===== src/rtl/pgs_pkg.sv =====
package pgs_pkg;
  // Comparator pair for one rail
  typedef struct packed {
    logic below;
    logic above;
  } rail_flags_t;

  // Total delay in ticks for a given configuration
  function automatic int unsigned pg_ticks(input logic short_sel,
                                           input logic [1:0] extra,
                                           input int unsigned long_t,
                                           input int unsigned short_t,
                                           input int unsigned step_t);
    int unsigned base;
    base = short_sel ? short_t : long_t;
    return base + int'(extra) * step_t;
  endfunction
endpackage


===== src/rtl/pgs_tick.sv =====
module pgs_tick #(
  parameter int unsigned DIV = 200000
) (
  input  logic clk,
  input  logic rst,
  output logic tick
);
  localparam int unsigned CW = (DIV > 1) ? $clog2(DIV) : 1;
  logic [CW-1:0] div_cnt;

  always_ff @(posedge clk) begin
    if (rst || div_cnt == CW'(DIV - 1)) div_cnt <= '0;
    else                                div_cnt <= div_cnt + 1'b1;
  end

  assign tick = (div_cnt == CW'(DIV - 1));
endmodule


===== src/rtl/pgs_sync.sv =====
module pgs_sync #(
  parameter int unsigned W = 4
) (
  input  logic         clk,
  input  logic         rst,
  input  logic [W-1:0] d,
  output logic [W-1:0] q
);
  logic [W-1:0] meta;

  for (genvar i = 0; i < W; i++) begin : g_bit
    always_ff @(posedge clk) begin
      if (rst) begin
        meta[i] <= 1'b0;
        q[i]    <= 1'b0;
      end else begin
        meta[i] <= d[i];
        q[i]    <= meta[i];
      end
    end
  end
endmodule


===== src/rtl/pgs_rail.sv =====
module pgs_rail
  import pgs_pkg::*;
(
  input  logic        clk,
  input  logic        rst,
  input  rail_flags_t flags,
  output logic        valid
);
  // Ineffective flag wins; no flag keeps the old state
  always_ff @(posedge clk) begin
    if (rst)              valid <= 1'b0;
    else if (flags.below) valid <= 1'b0;
    else if (flags.above) valid <= 1'b1;
  end
endmodule


===== src/rtl/pgs_delay.sv =====
module pgs_delay #(
  parameter int unsigned CNT_W = 9
) (
  input  logic             clk,
  input  logic             rst,
  input  logic             tick,
  input  logic             valid,
  input  logic [CNT_W-1:0] target_in,
  output logic [CNT_W-1:0] target_q,
  output logic [CNT_W-1:0] cnt,
  output logic             ready
);
  always_ff @(posedge clk) begin
    if (rst) begin
      cnt      <= '0;
      target_q <= '0;
      ready    <= 1'b0;
    end else if (!valid) begin
      cnt      <= '0;
      ready    <= 1'b0;
      target_q <= target_in;
    end else if (!ready && tick) begin
      if (cnt == target_q - 1'b1) ready <= 1'b1;
      else                        cnt   <= cnt + 1'b1;
    end
  end
endmodule


===== src/rtl/pgs_top.sv =====
module pgs_top
  import pgs_pkg::*;
#(
  parameter int unsigned TICK_DIV         = 200000,
  parameter int unsigned SB_TICKS         = 150,
  parameter int unsigned PG_LONG_TICKS    = 400,
  parameter int unsigned PG_SHORT_TICKS   = 250,
  parameter int unsigned EXTRA_STEP_TICKS = 50
) (
  input  logic       clk,
  input  logic       rst,
  input  logic       sb_above_valid,
  input  logic       sb_below_inval,
  input  logic       mn_above_valid,
  input  logic       mn_below_inval,
  input  logic       cfg_short,
  input  logic [1:0] cfg_extra,
  output logic       stby_rst_n,
  output logic       pwr_good
);
  localparam int unsigned MAX_BASE = (PG_LONG_TICKS > PG_SHORT_TICKS) ? PG_LONG_TICKS : PG_SHORT_TICKS;
  localparam int unsigned MAX_PG   = MAX_BASE + 3 * EXTRA_STEP_TICKS;
  localparam int unsigned MAX_ALL  = (MAX_PG > SB_TICKS) ? MAX_PG : SB_TICKS;
  localparam int unsigned CNT_W    = $clog2(MAX_ALL + 1);

  logic tick;
  logic [3:0] flags_s;
  rail_flags_t sb_flags, mn_flags;
  logic sb_valid, mn_valid;
  logic [CNT_W-1:0] sb_tgt, sb_cnt, mn_tgt, mn_cnt, mn_tgt_in;

  pgs_tick #(.DIV(TICK_DIV)) u_tick (.clk(clk), .rst(rst), .tick(tick));

  pgs_sync #(.W(4)) u_sync (
    .clk(clk), .rst(rst),
    .d({mn_below_inval, mn_above_valid, sb_below_inval, sb_above_valid}),
    .q(flags_s)
  );

  assign sb_flags = '{below: flags_s[1], above: flags_s[0]};
  assign mn_flags = '{below: flags_s[3], above: flags_s[2]};

  pgs_rail u_sb_rail (.clk(clk), .rst(rst), .flags(sb_flags), .valid(sb_valid));
  pgs_rail u_mn_rail (.clk(clk), .rst(rst), .flags(mn_flags), .valid(mn_valid));

  assign mn_tgt_in = CNT_W'(pg_ticks(cfg_short, cfg_extra, PG_LONG_TICKS,
                                     PG_SHORT_TICKS, EXTRA_STEP_TICKS));

  pgs_delay #(.CNT_W(CNT_W)) u_sb_dly (
    .clk(clk), .rst(rst), .tick(tick), .valid(sb_valid),
    .target_in(CNT_W'(SB_TICKS)), .target_q(sb_tgt), .cnt(sb_cnt),
    .ready(stby_rst_n)
  );

  pgs_delay #(.CNT_W(CNT_W)) u_mn_dly (
    .clk(clk), .rst(rst), .tick(tick), .valid(mn_valid),
    .target_in(mn_tgt_in), .target_q(mn_tgt), .cnt(mn_cnt),
    .ready(pwr_good)
  );
endmodule


===== config.mk =====
export PLATFORM = sky130hd
export DESIGN_NAME = pgs_top
export DESIGN_NICKNAME = d
export VERILOG_FILES = /design/src/rtl/pgs_pkg.sv /design/src/rtl/pgs_tick.sv /design/src/rtl/pgs_sync.sv /design/src/rtl/pgs_rail.sv /design/src/rtl/pgs_delay.sv /design/src/rtl/pgs_top.sv
export SDC_FILE = /design/constraint.sdc
export NUM_CORES = 1
export LEC_CHECK = 0
export ABC_AREA = 1
export BUFFER_PORTS_ARGS = -buffer_cell sky130_fd_sc_hd__buf_4
export CAP_MARGIN = 15
export CORE_MARGIN = 5
export CORE_UTILIZATION = 55
export DETAILED_ROUTE_END_ITERATION = 10
export GPL_TIMING_DRIVEN = 0
export PLACE_DENSITY = 0.69
export REMOVE_ABC_BUFFERS = 1
export SYNTH_ARGS = -nofsm -noshare
export SYNTH_HDL_FRONTEND = slang
export SYNTH_SLANG_ARGS = --single-unit
export TNS_END_PERCENT = 30

===== constraint.sdc =====
create_clock -name clk -period 2 [get_ports clk]
set_clock_uncertainty 0.15 [all_clocks]
set_input_delay 0 -clock clk [delete_from_list [all_inputs] [get_ports clk]]
set_output_delay 0 -clock clk [all_outputs]
set_load 0.05 [all_outputs]

Yosys cells after proc, flatten, opt, wreduce, memory -nomap -nowiden
Index checks and enable logic that the tools add are counted.
{"block": "op_classes", "n_mul": 1, "muxes": 1, "addsub": 6, "reduce_logical": 13, "eq_ne": 3, "n_bitwise": 4}
{"operator": "adder 10 x 1 -> 10 bit (second input constant)", "n": 2}
{"operator": "== test 10 bit", "n": 2}
{"operator": "adder 18 x 1 -> 18 bit (second input constant)", "n": 1}
{"operator": "== test 18 bit (second input constant)", "n": 1}
{"operator": "adder 9 x 8 -> 10 bit", "n": 1}
{"operator": "subtractor 10 x 1 -> 10 bit (second input constant)", "n": 1}
{"operator": "two-way mux 9 bit", "n": 1}
{"operator": "subtractor 8 x 1 -> 9 bit (second input constant)", "n": 1}
{"operator": "AND reduction 2 bit", "n": 4}
{"operator": "OR reduction 2 bit", "n": 4}
{"operator": "multiplier 2 x 5 -> 7 bit (second input constant)", "n": 1}
{"operator": "inverter 1 bit", "n": 4}
{"operator": "logical AND 1 bit", "n": 2}
{"operator": "zero test 1 bit", "n": 2}
{"operator": "logical OR 1 bit", "n": 1}
{"block": "totals", "out_inout_bits": 2, "register_bits": 61}

Depth between registers and ports, before layout
{"block": "logic_depth", "ltp_word": 4, "mapped_depth": 12}

Modules after synthesis
A second synthesis with hierarchy kept.
{"block": "hier_totals", "hier_cells": 611, "area_unflattened_um2": 4335.4}
{"module": "pgs_delay", "cells_each": 192, "seq_area_each_um2": 420.4, "n_inst": 2, "area_each_um2": 1370.1}
{"module": "pgs_tick", "cells_each": 148, "seq_area_each_um2": 360.3, "n_inst": 1, "area_each_um2": 1002.2}
{"module": "pgs_top", "cells_each": 42, "seq_area_each_um2": 0.0, "n_inst": 1, "area_each_um2": 284.0}
{"module": "pgs_sync", "cells_each": 25, "seq_area_each_um2": 160.2, "n_inst": 1, "area_each_um2": 231.5}
{"module": "pgs_rail", "cells_each": 6, "seq_area_each_um2": 20.0, "n_inst": 2, "area_each_um2": 38.8}

Worst setup path before layout
Ideal clock, no wire load.
{"block": "synth_timing", "path_kind": "flip-flop to flip-flop", "from": "reg u_mn_dly.target_q[1]", "to": "reg u_mn_dly.cnt[5]", "stages_incl_launch_ff": 12, "setup_slack_ps": 205, "t_arrival_ps": 1501, "t_required_ps": 1707, "path_cell_list": "dfxtp_1 -> inv_1 -> ha_1 -> nand2_1 -> nand2_1 -> nand3_1 -> nand3_1 -> nor2_2 -> nand3_2 -> buf_6 -> nand3_2 -> a21oi_2"}
{"block": "synth_via", "elab_chain_cells": 4}
{"item": "start: declaration", "line_no": "pgs_delay.sv:9", "source": "output logic [CNT_W-1:0] target_q,"}
{"item": "start signal: assignment", "line_no": "pgs_delay.sv:21", "source": "target_q <= target_in;"}
{"item": "subtractor 10 x 1 -> 10 bit", "line_no": "pgs_delay.sv:23", "source": "if (cnt == target_q - 1'b1) ready <= 1'b1;"}
{"item": "== test 10 bit", "line_no": "pgs_delay.sv:23"}
{"item": "inverter 1 bit (no source line)"}
{"item": "AND reduction 2 bit (no source line)"}
{"item": "end signal: assignment", "line_no": "pgs_delay.sv:24", "source": "else cnt <= cnt + 1'b1;"}
{"item": "end: declaration", "line_no": "pgs_delay.sv:10", "source": "output logic [CNT_W-1:0] cnt,"}
Every way passes these cells.
A chain may end at the register's enable or synchronous reset.

Final worst setup path
{"block": "layout_timing", "from": "reg u_mn_dly.target_q[1]", "to": "reg u_mn_dly.cnt[0]"}
The elaborated chain is that of the path after synthesis.

==> flow_summary.toml <==
[outcome]
status = "finished clean"

[yosys]
async_flop_share_pct = 0
synthCells = 460
synth_flop_cell = "dfxtp_1"
syn_area_per_cell_um2 = 7.31
yosys_register_bits = 60
netlist_area_um2 = 3360
yosysWarnings = 0
synth.distinct_cells = 43
ys_seq_area_share_pct = 35.7
synth-edff-count = 0

[sta]
setup_viol = 0
relSlewSlack_pct = 54.8
rsz0062_at_grt = "no"
hold_viol = 0
min_period_ns = 1.85
period_share_pct = 92.5
fin_ws_ns = 0.150
fin_setup_tns_ns = 0
hold_ws_ns = 0.237
worst_pin_slew_ns = 0.678
maxSlewViolCount = 0
fmax_ghz = 0.541

[worst_hold_path]
hold_start = "u_sync.q[3]$_SDFF_PP0_"
holdPathStages = 1
hold_path_end = "u_mn_rail.valid$_SDFFE_PP0P_"
hold_path_class = "reg -> reg"

[setup_path]
start_kind = "flip-flop"
critPathArrivalTime_ns = 1.89
crit_fanout = 8
timing.rr.start = "u_mn_dly.target_q[1]$_SDFFE_PP0N_"
reg2regPathDepth = 12
required_ns = 2.04
crit_type = "reg -> reg"
r2r_end = "u_mn_dly.cnt[0]$_SDFFE_PP0P_"
crit_path_end_kind = "flip-flop"
r2r_setup_slack_ns = 0.15

[grt]
grt_pass1_vias = 2722
antenna_found_initial = 0
grt_usage_pct = 18.7
gr-total-overflow = 0
grt_pass1_wl_um = 11500
grt_max_degree = 17

[final_layout]
fin_nets = 514
fin_area_um2 = 3940
multi_input_comb_area_um2 = 1940
area_growth_pct = 17.2
antennaDiodeCount = 0
ff_latch_area_um2 = 1200
nFillCells = 515
drive_above_1_share_pct = 15.9
fin_util_pct = 66.5

[die]
start_util_pct = 56.8
core_region_area_um2 = 5920
die_y_um = 88.2
die_area_um2 = 7770
fp-row-count = 28
die_w_um = 88.2
io_pins = 11

[power]
power_per_cell_area_nw_per_um2 = 659
peakVddDrop_mv = 0.570
power.leakage_nw = 1.58

[cts]
root_buffer = "clkbuf_8"
cts.sinks = 60
cts_max_level = 3
clk_pin_slew_worst_paths_ns = 0.07
clock_latency_ns = 0.34
cts_buffer_depth = 2
cts_buffers = 9
cts_tree = "yes"

[drt]
wl_per_cell_um = 11.4
vias = 2854
viasPerCell = 5.00
antenna_left = 0
dr.first_iter.drc_count = 73
drc = 0
first_pass_iters = 4
wirelength_um = 6500

[placed_design]
place.gp.congestion = 0.861
dp_slack_ns = -0.326
dpl_cell_area_um2 = 3470
dp_hpwl_um = 4430
port-buffer-count = 10

[run]
drv_cap = 0
==> per-stage QoR <==
step | power (mW) | cells
floorplan | 1.47 | 451
global placement | 1.53 | 536
detailed placement | 1.54 | 536
CTS | 2.62 | 569
global route | 2.74 | 571
finish | 2.60 | 571
==> cell usage in the layout (no fill, tap or decap), drive strengths merged <==
master       count
a21oi           35
a31oi            1
buf             18
bufinv           1
clkbuf          13
clkinv           4
dfxtp           60
dlygate4sd3     12
fa               1
ha              12
inv             60
nand2          118
nand3           33
nand3b           3
nand4            9
nor2            56
nor3            12
nor3b            2
nor4             1
o211ai           1
o21a             1
o21ai            9
o21bai           1
o22ai            1
o31ai            1
o32ai            1
or2              2
xnor2            8
xor2            20
==> final cells by class <==
type                       count  area share (%)
clock buffer                  13            3.78
clock inverter                 2           0.889
inverter                      63            6.13
multi-input combinational    328            49.2
sequential                    60            30.5
tap                           75            2.38
timing repair buffer          30            7.11
==> synthesized netlist by cell type (2+ instances only) <==
cell	count	area share (%)
nand2_1	116	13
dfxtp_1	60	36
inv_1	60	6.7
nor2_1	48	5.4
a21oi_1	25	3.7
nand3_1	22	3.3
xor2_1	20	5.2
ha_1	12	4.5
nand3_2	11	3.3
a21oi_2	10	2.6
nor3_1	10	1.5
o21ai_0	8	1.2
xnor2_1	8	2.1
nand4_1	7	1.3
nor2_2	7	1.3
clkbuf_1	3	0.34
nand3b_1	3	0.67
buf_2	2	0.30
clkinv_1	2	0.22
nor3_4	2	0.97
nor3b_1	2	0.45
==> logic make-up (layout without fill, tap and decap cells) <==
logic type / after synthesis / count (layout) / share of synthesized area (%)
XOR/XNOR: 28 / 28 / 7.30
AO/OA/AOI/OAI: 51 / 51 / 9.20
adder cells (fa/ha/maj): 13 / 13 / 5.06
AND/OR/NAND/NOR: 236 / 236 / 33.7
flip-flops: 60 / 60 / 35.7
buffers and inverters: 72 / 108 / 8.97
==> what timing repair did <==
action,CTS,global route
setup endpoints to repair,36,26
setup buffers,6,2
endpoints found under the hold margin,20,0
hold buffers,12,0
resized for setup,8,13
gates cloned,0,0
pin swaps,2,3
==> power breakdown <==
part	switching (mW)	internal, mW	total (mW)
Sequential	0.0310	1.23	1.26
Combinational	0.173	0.126	0.299
Clock	0.437	0.602	1.04
==> flip-flops by register name (all words and copies together), names as in the netlist, 4 cells and up <==
signal / cells
u_sync.q: 4
u_sb_dly.cnt: 10
u_mn_dly.target_q: 9
u_mn_dly.cnt: 10
u_sync.meta: 4
u_tick.div_cnt: 18
==> layer usage <==
layer  vias up  routed length [µm]  global-route usage, %
li1       1529                   -                      -
met1      1285                3000                   21.9
met2        30                3170                   31.7
met3        10                 234                   6.68
met4         0                  97                   6.18
met5         -                   0                      0
==> critical path, cell delays in order, from the launching register on <==
cell and delay [ns]:
dfxtp_2 0.34, inv_2 0.10, ha_4 0.18, nand2_1 0.06, nor2_1 0.12, nand3_1 0.08
nand2_1 0.06, nand2_1 0.08, nor2_4 0.14, nand3_4 0.11, buf_12 0.17, nand3_1 0.06
a21oi_1 0.06
==> worst max path at each step <==
stage	start	end	slack (ns)	cells after the start
after floorplan	u_mn_dly.target_q[1]$_SDFFE_PP0N_	u_mn_dly.cnt[5]$_SDFFE_PP0P_	0.04	11
after global placement	u_mn_dly.target_q[1]$_SDFFE_PP0N_	u_mn_dly.cnt[3]$_SDFFE_PP0P_	-0.25	11
after detailed placement	u_mn_dly.target_q[1]$_SDFFE_PP0N_	u_mn_dly.cnt[7]$_SDFFE_PP0P_	-0.33	11
after CTS	u_tick.div_cnt[0]$_SDFF_PP0_	u_sb_dly.cnt[9]$_SDFFE_PP0P_	0.005	9
after global routing	u_tick.div_cnt[11]$_SDFF_PP0_	u_sb_dly.cnt[8]$_SDFFE_PP0P_	0.007	10
final	u_mn_dly.target_q[1]$_SDFFE_PP0N_	u_mn_dly.cnt[0]$_SDFFE_PP0P_	0.15	12
Note: power is estimated with default switching activity, not from simulation.
